**config.mk**
```make
export PLATFORM = sky130hd
export DESIGN_NAME = spdrate_detect
export DESIGN_NICKNAME = d
export VERILOG_FILES = /design/src/rtl/spdrate_pkg.sv /design/src/rtl/spdrate_sync_edge.sv /design/src/rtl/spdrate_width_meas.sv /design/src/rtl/spdrate_classify.sv /design/src/rtl/spdrate_detect.sv
export SDC_FILE = /design/constraint.sdc
export NUM_CORES = 1
export LEC_CHECK = 0
export BUFFER_PORTS_ARGS = -buffer_cell sky130_fd_sc_hd__buf_2
export CORE_AREA = 2 2 152 213
export CTS_CLUSTER_DIAMETER = 80
export DETAILED_ROUTE_END_ITERATION = 7
export DIE_AREA = 0 0 154 215
export GPL_ROUTABILITY_DRIVEN = 0
export SYNTH_ARGS = -nofsm -noshare
export SYNTH_HDL_FRONTEND = slang
export SYNTH_SLANG_ARGS = --single-unit
```
**constraint.sdc**
```tcl
create_clock -name clk_ref -period 20.4 [get_ports clk_ref]
set_clock_uncertainty 0.1 [all_clocks]
set_input_delay 4.08 -clock clk_ref [delete_from_list [all_inputs] [get_ports clk_ref]]
set_output_delay 4.08 -clock clk_ref [all_outputs]
set_load 0.03 [all_outputs]
```
**src/rtl/spdrate_pkg.sv**
```systemverilog
package spdrate_pkg;
  localparam int MODES        = 7;
  localparam int MODE_W       = 3;
  typedef logic [MODE_W-1:0] mode_t;
  localparam mode_t MODE_NONE = mode_t'(MODES);
  localparam int IRQ_MODE_BIT = 2;
endpackage

```
**src/rtl/spdrate_sync_edge.sv**
```systemverilog
module spdrate_sync_edge #(
  parameter int STAGES = 2
) (
  input  logic clk,
  input  logic rst_n,
  input  logic line_in,
  output logic edge_o
);
  logic [STAGES:0] sh_q, sh_d;

  always_comb begin
    sh_d = {sh_q[STAGES-1:0], line_in};
  end

  always_ff @(posedge clk or negedge rst_n) begin
    if (!rst_n) sh_q <= '0;
    else        sh_q <= sh_d;
  end

  assign edge_o = sh_q[STAGES-1] ^ sh_q[STAGES];
endmodule

```
**src/rtl/spdrate_width_meas.sv**
```systemverilog
module spdrate_width_meas #(
  parameter int WIN_W = 20,
  parameter int MW    = 10
) (
  input  logic             clk,
  input  logic             rst_n,
  input  logic             en,
  input  logic             edge_i,
  input  logic [WIN_W-1:0] win_len,
  output logic             win_end_o,
  output logic             got_o,
  output logic [MW-1:0]    minw_o
);
  localparam logic [MW-1:0] SAT = '1;

  logic [WIN_W-1:0] win_q, win_d;
  logic [MW-1:0]    run_q, run_d, min_q, min_d, min_now;
  logic             got_q, got_d, prev_q, prev_d, got_now, meas, win_end;

  always_comb begin
    meas    = edge_i & prev_q;
    min_now = (meas && (run_q < min_q)) ? run_q : min_q;
    got_now = got_q | meas;
    win_end = en && (({1'b0, win_q} + 1'b1) >= {1'b0, win_len});

    win_d  = '0;
    run_d  = '0;
    min_d  = SAT;
    got_d  = 1'b0;
    prev_d = 1'b0;
    if (en) begin
      run_d  = edge_i ? MW'(1) : ((run_q == SAT) ? run_q : run_q + 1'b1);
      prev_d = prev_q | edge_i;
      if (!win_end) begin
        win_d = win_q + 1'b1;
        min_d = min_now;
        got_d = got_now;
      end
    end
  end

  always_ff @(posedge clk or negedge rst_n) begin
    if (!rst_n) begin
      win_q  <= '0;
      run_q  <= '0;
      min_q  <= SAT;
      got_q  <= 1'b0;
      prev_q <= 1'b0;
    end else begin
      win_q  <= win_d;
      run_q  <= run_d;
      min_q  <= min_d;
      got_q  <= got_d;
      prev_q <= prev_d;
    end
  end

  assign win_end_o = win_end;
  assign got_o     = got_now;
  assign minw_o    = min_now;
endmodule

```
**src/rtl/spdrate_classify.sv**
```systemverilog
module spdrate_classify
  import spdrate_pkg::*;
#(
  parameter int MW    = 10,
  parameter int THR_W = 10
) (
  input  logic                         valid,
  input  logic [MW-1:0]                minw,
  input  logic [(MODES-1)*THR_W-1:0]   thr_flat,
  output mode_t                        mode
);
  localparam int CW = ((MW + 1) > THR_W) ? (MW + 2) : (THR_W + 1);

  logic [MODES-2:0] hit;
  logic [CW-1:0]    twice;

  assign twice = CW'({minw, 1'b0});

  for (genvar i = 0; i < MODES - 1; i++) begin : g_cmp
    assign hit[i] = twice >= CW'(thr_flat[i*THR_W +: THR_W]);
  end

  always_comb begin
    mode = mode_t'(MODES - 1);
    for (int i = MODES - 2; i >= 0; i--) begin
      if (hit[i]) mode = mode_t'(i);
    end
    if (!valid) mode = MODE_NONE;
  end
endmodule

```
**src/rtl/spdrate_detect.sv**
```systemverilog
module spdrate_detect
  import spdrate_pkg::*;
#(
  parameter int WIN_W = 20,
  parameter int MW    = 10,
  parameter int TMR_W = 8,
  parameter int THR_W = 10,
  parameter int IRQ_W = 8,
  parameter int AW    = 3,
  parameter int DW    = 32
) (
  input  logic          clk_ref,
  input  logic          rst_n,
  input  logic          line_in,
  input  logic          cfg_we,
  input  logic [AW-1:0] cfg_addr,
  input  logic [DW-1:0] cfg_wdata,
  output logic [DW-1:0] cfg_rdata,
  output mode_t         mode_o,
  output logic [MW-1:0] minw_o,
  output logic          irq_o
);
  localparam int TMR_PER  = DW / TMR_W;
  localparam int THR_PER  = DW / THR_W;
  localparam int TMR_REGS = (MODES + TMR_PER - 1) / TMR_PER;
  localparam int THR_REGS = (MODES - 1 + THR_PER - 1) / THR_PER;
  localparam int A_CTRL   = 0;
  localparam int A_WIN    = 1;
  localparam int A_TMR    = 2;
  localparam int A_THR    = A_TMR + TMR_REGS;
  localparam int A_IRQ    = A_THR + THR_REGS;

  // reset: asynchronous assert, synchronous release
  logic [1:0] rst_q;
  logic       rst_n_s;
  always_ff @(posedge clk_ref or negedge rst_n) begin
    if (!rst_n) rst_q <= '0;
    else        rst_q <= {rst_q[0], 1'b1};
  end
  assign rst_n_s = rst_q[1];

  // register file
  logic [DW-1:0]    ctrl_q, ctrl_d, win_q, win_d;
  logic [DW-1:0]    tmr_q [TMR_REGS];
  logic [DW-1:0]    tmr_d [TMR_REGS];
  logic [DW-1:0]    thr_q [THR_REGS];
  logic [DW-1:0]    thr_d [THR_REGS];
  logic [IRQ_W-1:0] irq_st_q, irq_st_d, irq_set, irq_clr;
  mode_t            mode_q, mode_d, cls_mode;
  logic [MW-1:0]    minw_q, minw_d, min_now;
  logic             edge_s, win_end, got;
  logic [(MODES-1)*THR_W-1:0] thr_flat;

  spdrate_sync_edge #(.STAGES(2)) u_sync (
    .clk(clk_ref), .rst_n(rst_n_s), .line_in(line_in), .edge_o(edge_s)
  );

  spdrate_width_meas #(.WIN_W(WIN_W), .MW(MW)) u_meas (
    .clk(clk_ref), .rst_n(rst_n_s), .en(ctrl_q[0]), .edge_i(edge_s),
    .win_len(win_q[WIN_W-1:0]), .win_end_o(win_end), .got_o(got),
    .minw_o(min_now)
  );

  for (genvar i = 0; i < MODES - 1; i++) begin : g_thr
    localparam int WRD = i / THR_PER;
    localparam int SH  = THR_W * (THR_PER - 1 - (i % THR_PER));
    assign thr_flat[i*THR_W +: THR_W] = thr_q[WRD][SH +: THR_W];
  end

  spdrate_classify #(.MW(MW), .THR_W(THR_W)) u_cls (
    .valid(got), .minw(min_now), .thr_flat(thr_flat), .mode(cls_mode)
  );

  always_comb begin
    ctrl_d = (cfg_we && cfg_addr == AW'(A_CTRL)) ? cfg_wdata : ctrl_q;
    win_d  = (cfg_we && cfg_addr == AW'(A_WIN))  ? cfg_wdata : win_q;
    for (int k = 0; k < TMR_REGS; k++)
      tmr_d[k] = (cfg_we && cfg_addr == AW'(A_TMR + k)) ? cfg_wdata : tmr_q[k];
    for (int k = 0; k < THR_REGS; k++)
      thr_d[k] = (cfg_we && cfg_addr == AW'(A_THR + k)) ? cfg_wdata : thr_q[k];

    mode_d = win_end ? cls_mode : mode_q;
    minw_d = win_end ? (got ? min_now : '0) : minw_q;

    irq_set = '0;
    irq_set[IRQ_MODE_BIT] = win_end && (cls_mode != mode_q);
    irq_clr = (cfg_we && cfg_addr == AW'(A_IRQ)) ? cfg_wdata[IRQ_W-1:0] : '0;
    irq_st_d = (irq_st_q & ~irq_clr) | irq_set;
  end

  always_ff @(posedge clk_ref or negedge rst_n_s) begin
    if (!rst_n_s) begin
      ctrl_q   <= '0;
      win_q    <= '0;
      for (int k = 0; k < TMR_REGS; k++) tmr_q[k] <= '0;
      for (int k = 0; k < THR_REGS; k++) thr_q[k] <= '0;
      irq_st_q <= '0;
      mode_q   <= MODE_NONE;
      minw_q   <= '0;
    end else begin
      ctrl_q   <= ctrl_d;
      win_q    <= win_d;
      for (int k = 0; k < TMR_REGS; k++) tmr_q[k] <= tmr_d[k];
      for (int k = 0; k < THR_REGS; k++) thr_q[k] <= thr_d[k];
      irq_st_q <= irq_st_d;
      mode_q   <= mode_d;
      minw_q   <= minw_d;
    end
  end

  always_comb begin
    cfg_rdata = '0;
    if (cfg_addr == AW'(A_CTRL)) cfg_rdata = ctrl_q;
    if (cfg_addr == AW'(A_WIN))  cfg_rdata = win_q;
    for (int k = 0; k < TMR_REGS; k++)
      if (cfg_addr == AW'(A_TMR + k)) cfg_rdata = tmr_q[k];
    for (int k = 0; k < THR_REGS; k++)
      if (cfg_addr == AW'(A_THR + k)) cfg_rdata = thr_q[k];
    if (cfg_addr == AW'(A_IRQ)) cfg_rdata = DW'(irq_st_q);
  end

  assign mode_o = mode_q;
  assign minw_o = minw_q;
  assign irq_o  = |(irq_st_q & win_q[WIN_W +: IRQ_W]);
endmodule

```
[Word-level counts from Yosys, hierarchy flattened]
Index checks and enable logic that the tools add are counted.
Word-level totals
  memories kept: 0
  bits in latches: 0
  memory bits (read-only): 0
  register bits after elaboration: 260
  output and inout port bits: 46
  memory bits (writable): 0
Cells by class
  shift-type cells: 0
  multiplexer cells: 27
  equality and inequality tests: 9
  divide/modulo/power cells: 0
  add/subtract/negate cells: 3
  bitwise operators: 8
  order comparisons: 8
  reduce and logical (&&, ||, !) cells: 12
  $mul: 0
Operators with widths (count)
  two-way mux 32 bit: 7
  two-way mux 10 bit: 7
  greater-or-equal comparator 11 x 10 -> 1 bit: 6
  two-way mux 20 bit: 2
  adder 20 x 1 -> 21 bit, second input constant: 1
  greater-or-equal comparator 21 x 20 -> 1 bit: 1
  adder 20 x 1 -> 20 bit, second input constant: 1
  AND 8 bit: 2
  two-way mux 3 bit: 5
  adder 10 x 1 -> 10 bit, second input constant: 1
  equality test 10 bit, second input constant: 1
  logical AND 1 bit: 10
  < comparator 10 bit: 1
  equality test 3 bit, second input constant: 3
  two-way mux 8 bit: 1
  inverter 8 bit: 1
  OR 8 x 3 -> 8 bit: 1
  OR reduction 8 bit: 1
  equality test 3 x 2 -> 1 bit, second input constant: 2
  two-way mux 2 bit: 2
  equality test 3 x 1 -> 1 bit, second input constant: 1
  logical NOT 3 bit: 1
  two-way mux 1 bit: 3
  != test 3 x 2 -> 1 bit, second input constant: 1
  4 further kinds: 5

[Longest topological paths before layout]
  depth in word-level cells: 15
  gate-level depth with buffers: 18
  mapped depth without buffers: 17

[Hierarchy]
From an unflattened synthesis, not the netlist that was laid out.
Second synthesis, totals
  cell total of the unflattened synthesis: 1162
  area total of the unflattened synthesis: 14062.2 sq um
By module, submodules not included
  spdrate_detect: times used 1, area an instance 9724.3 sq um, seq. area each 5383.9 sq um, cells an instance 668
  spdrate_width_meas: times used 1, area an instance 2840.2 sq um, seq. area each 1063.5 sq um, cells an instance 296
  spdrate_classify: times used 1, area an instance 1413.9 sq um, seq. area each 0.0 sq um, cells an instance 194
  spdrate_sync_edge: times used 1, area an instance 83.8 sq um, seq. area each 75.1 sq um, cells an instance 4

[Least setup slack after synthesis]
Ideal clock, no wire load.
  kind: input -> output
  from: input port cfg_addr[0]
  to: output port cfg_rdata[5]
  required time: 16.220 ns
  cell stages on the path: 6
  path slack: 10.232 ns
  arrival time: 5.988 ns
  cell sequence: buf_2 -> buf_2 -> clkbuf_1 -> buf_2 -> a31oi_1 -> o21ai_0
Between the ends
  cells in the longest elaborated chain, start to end: 8
  elaborated cells between the ends (all ways): 14
  those cells by class: eq/ne: 6; mux: 7; reduce/logical: 1
Ends and longest elaborated chain
  from (decl): line spdrate_detect.sv:16  | input logic [AW-1:0] cfg_addr,
  logical NOT 3 bit: line spdrate_detect.sv:113  | if (cfg_addr == AW'(A_CTRL)) cfg_rdata = ctrl_q;
  two-way mux 32 bit: line spdrate_detect.sv:113
  two-way mux 32 bit: line spdrate_detect.sv:114  | if (cfg_addr == AW'(A_WIN)) cfg_rdata = win_q;
  two-way mux 32 bit (2 in a row): line spdrate_detect.sv:116  | if (cfg_addr == AW'(A_TMR + k)) cfg_rdata = tmr_q[k];
  two-way mux 32 bit (2 in a row): line spdrate_detect.sv:118  | if (cfg_addr == AW'(A_THR + k)) cfg_rdata = thr_q[k];
  two-way mux 32 bit *: line spdrate_detect.sv:119  | if (cfg_addr == AW'(A_IRQ)) cfg_rdata = DW'(irq_st_q);
  to (decl): line spdrate_detect.sv:18  | output logic [DW-1:0] cfg_rdata,
Every way passes the cells marked *; elsewhere a longest branch is shown, timed or not.

[Final worst setup path]
  from: input port cfg_addr[1]
  to: output port cfg_rdata[8]
The elaborated chain is that of the path after synthesis.

==> flow_metrics.env <==
export IMPL_status="finished, final reports clean"
export IMPL_period_needed_ps=10650
export IMPL_start_util=0.442
export IMPL_clockBufferDepth=3
export IMPL_path_class="input port to primary output"
export IMPL_synth_cell_types=66
export IMPL_grt_overflow=0
export IMPL_dieArea_sq_um=33100
export IMPL_post_cts_buffers=0
export IMPL_synth_largest_area_cell="dfrtp_1"
export IMPL_post_cts_resize_count=0
export IMPL_yosysSeqAreaShare=0.471
export IMPL_track_usage=0.214
export IMPL_cp_arrival_ps=6470
export IMPL_reg2reg_from="u_meas.min_q[2]"
export IMPL_dp_hpwl_um=24300
export IMPL_slew_headroom=0.299
export IMPL_post_route_period_util=0.522
export IMPL_firstDrtPassIters=4
export IMPL_final_common_cell="dfrtp_1"
export IMPL_place_ws_ps=9700
export IMPL_max_stage_delay_ps=800
export IMPL_path_clk_slew_ps=60
export IMPL_cts_tree="yes"
export IMPL_tightest_slew_ps=1050
export IMPL_die_width_um=154
export IMPL_wl_per_cell_um=20.6
export IMPL_worstPathRequired_ps=16220
export IMPL_rsz0062_at_grt="no"
export IMPL_ant_nets=0
export IMPL_slowest_stage="nand2_1"
export IMPL_synth_enable_flop_cells=0
export IMPL_cp_num_buf_inv=4
export IMPL_synth_top_area_frac=0.446
export IMPL_worstRegToRegCells=17
export IMPL_wl_um=34800
export IMPL_htreeDepth=1
export IMPL_drtIter0Drc=477
export IMPL_fin_area_sq_um=15600
export IMPL_synthFlopType="dfrtp_1"
export IMPL_clk_latency_ps=550
export IMPL_end_kind="primary output"
export IMPL_synth_net_count=1323
export IMPL_cap_violations=0
export IMPL_antenna_cells=0
export IMPL_setup_violations=0
export IMPL_r2r_slack_ps=15240
export IMPL_setup_ws_ps=9750
export IMPL_finalNetCount=1398
export IMPL_fill_cells=2779
export IMPL_hold_buffers=0
export IMPL_hold_class="flop to flop"
export IMPL_peakVddDrop_v=0.0000841
export IMPL_regArea_sq_um=6530
export IMPL_syn_area_per_cell_sq_um=11.6
export IMPL_cts_buffers_inserted=27
export IMPL_synthTopCellsByArea="dfrtp_1, mux2_2, ha_1"
export IMPL_path_cells="buf_2 > buf_4 > inv_1 > nand2_1 > o21ai_0 > buf_2"
export IMPL_core_sq_um=31300
export IMPL_place_area_sq_um=14600
export IMPL_multiInputGateArea_sq_um=6710
export IMPL_antenna_found_initial=1
export IMPL_leakage_nw=7.40
export IMPL_power_density_nw_per_um2=102
export IMPL_fmaxAchievable_mhz=93.9
export IMPL_viasPerCell=5.55
export IMPL_area_delta_synth_final_pct=12.5
export IMPL_grt_pass1_wl_um=55600
export IMPL_vias=9385
export IMPL_hold_end="rst_q[1]"
export IMPL_drive_gt1_frac=0.291
export IMPL_row_count=77
export IMPL_min_delay_start="rst_q[0]"
export IMPL_ys_ff_latch=260
export IMPL_dieHeight_um=215
export IMPL_cts_root_buf="clkbuf_16"
export IMPL_syn_cell_area_sq_um=13900
export IMPL_min_path_cells=0
export IMPL_worstPathMaxFanout=44
export IMPL_syn_inst=1199
export IMPL_rr_endpoint="irq_st_q[2]"
export IMPL_crit_path_start_kind="input port"
export IMPL_drv_slew=0
export IMPL_drc=0
export IMPL_grt_pass1_vias=9931
export IMPL_finalSetupTns_ps=0
export IMPL_hold_viol=0
export IMPL_crit_start="cfg_addr[1]"
export IMPL_cts_sinks=260
export IMPL_num_io_pins=85
export IMPL_portBuffers=84
export IMPL_ys_async_sr_fraction=1.00
export IMPL_utilization=0.498
export IMPL_grt_max_degree=70
export IMPL_crit_family="buffers and inverters"
export IMPL_cp_common_cell="buf_2"
export IMPL_yosysWarnings=0
export IMPL_most_common_layout_cells="dfrtp_1, mux2_2, nand2_1, inv_1, ha_1"
-- through the flow --
| stage | power, mW | cells | hold slack [ps] |
|---|---|---|---|
| CTS | 1.61 | 1690 | 254 |
| detailed placement | 1.08 | 1640 | 239 |
| finish | 1.60 | 1690 | 249 |
| global placement | 1.07 | 1640 | 233 |
| global route | 1.69 | 1690 | 269 |
| floorplan | 0.962 | 1199 | 231 |
-- registers in the layout (all words and copies together), names as in the netlist --
name and count:
u_meas.run_q 10, u_sync.sh_q 3, thr_q 4, rst_q 2, u_meas.min_q 10, u_meas.got_q 1, u_meas.prev_q 1, tmr_q 64
minw_o 10, thr_flat 60, win_q 32, ctrl_q 32, u_meas.win_q 20, mode_o 3, irq_st_q 8
-- worst max-delay path by stage --
stage | end | slack [ps] | cells after the start
2_1_floorplan | cfg_rdata[5] | 10230 | 6
3_3_place_gp | cfg_rdata[25] | 9760 | 6
3_5_place_dp | cfg_rdata[31] | 9700 | 6
4_1_cts | cfg_rdata[31] | 9670 | 6
5_1_grt | cfg_rdata[19] | 9490 | 6
6_report | cfg_rdata[8] | 9750 | 6
-- Yosys cell counts (9+ instances only) --
cell	count
a21boi_0	9
a21o_1	12
a21oi_1	16
and2_1	19
buf_2	9
clkbuf_1	32
dfrtp_1	247
dfstp_2	13
ha_1	85
inv_1	103
mux2_2	151
mux2_4	9
mux2i_1	36
mux4_2	32
nand2_1	112
nand2_2	10
nand3_1	9
nand4_1	11
nor2_1	49
nor3_1	11
o21ai_0	83
xnor2_1	15
xor2_1	9
-- worst reg2reg max path, stage by stage (launching register included) --
cell and delay [ps]:
dfstp_2 530, inv_1 40, ha_1 280, nand2_1 50, o21ai_1 130, a21oi_1 110
o311ai_2 580, buf_4 290, mux2i_1 390, inv_1 280, ha_1 390, a2111oi_0 400
a31o_2 230, nor4bb_1 440, o31ai_1 160, nand3_1 150, mux2_2 340, a31oi_1 180
-- area by class of cell --
cell class,instances,share of cell area
clock buffer,36,0.0487
clock inverter,14,0.0116
inverter,103,0.0248
multi-input combinational,784,0.431
sequential,260,0.419
tap,395,0.0317
timing repair buffer,98,0.0339
-- kinds of logic (layout without fill, tap and decap cells) --
kind of cell	count (synthesis)	in the layout	synth area share
multiplexers	229	229	0.212
buffers and inverters	155	251	0.0462
AND/OR/NAND/NOR	256	256	0.0879
flip-flops	260	260	0.471
XOR/XNOR	24	24	0.0152
AO/OA/AOI/OAI	189	189	0.0908
adder cells (fa/ha/maj)	85	85	0.0768
other	1	1	0.000271
-- per-layer routing --
layer  global-route usage  share of wire
met1                0.270           0.42
met2                0.387           0.52
met3               0.0206          0.034
met4               0.0698          0.026
met5                    0              0
-- power by group --
part           switching (mW)  total, mW  internal [mW]
sequential             0.0592      0.667          0.608
clock                   0.210      0.522          0.312
combinational           0.223      0.406          0.183
total                   0.493       1.60           1.10
Power figures use the tool's default switching activity.
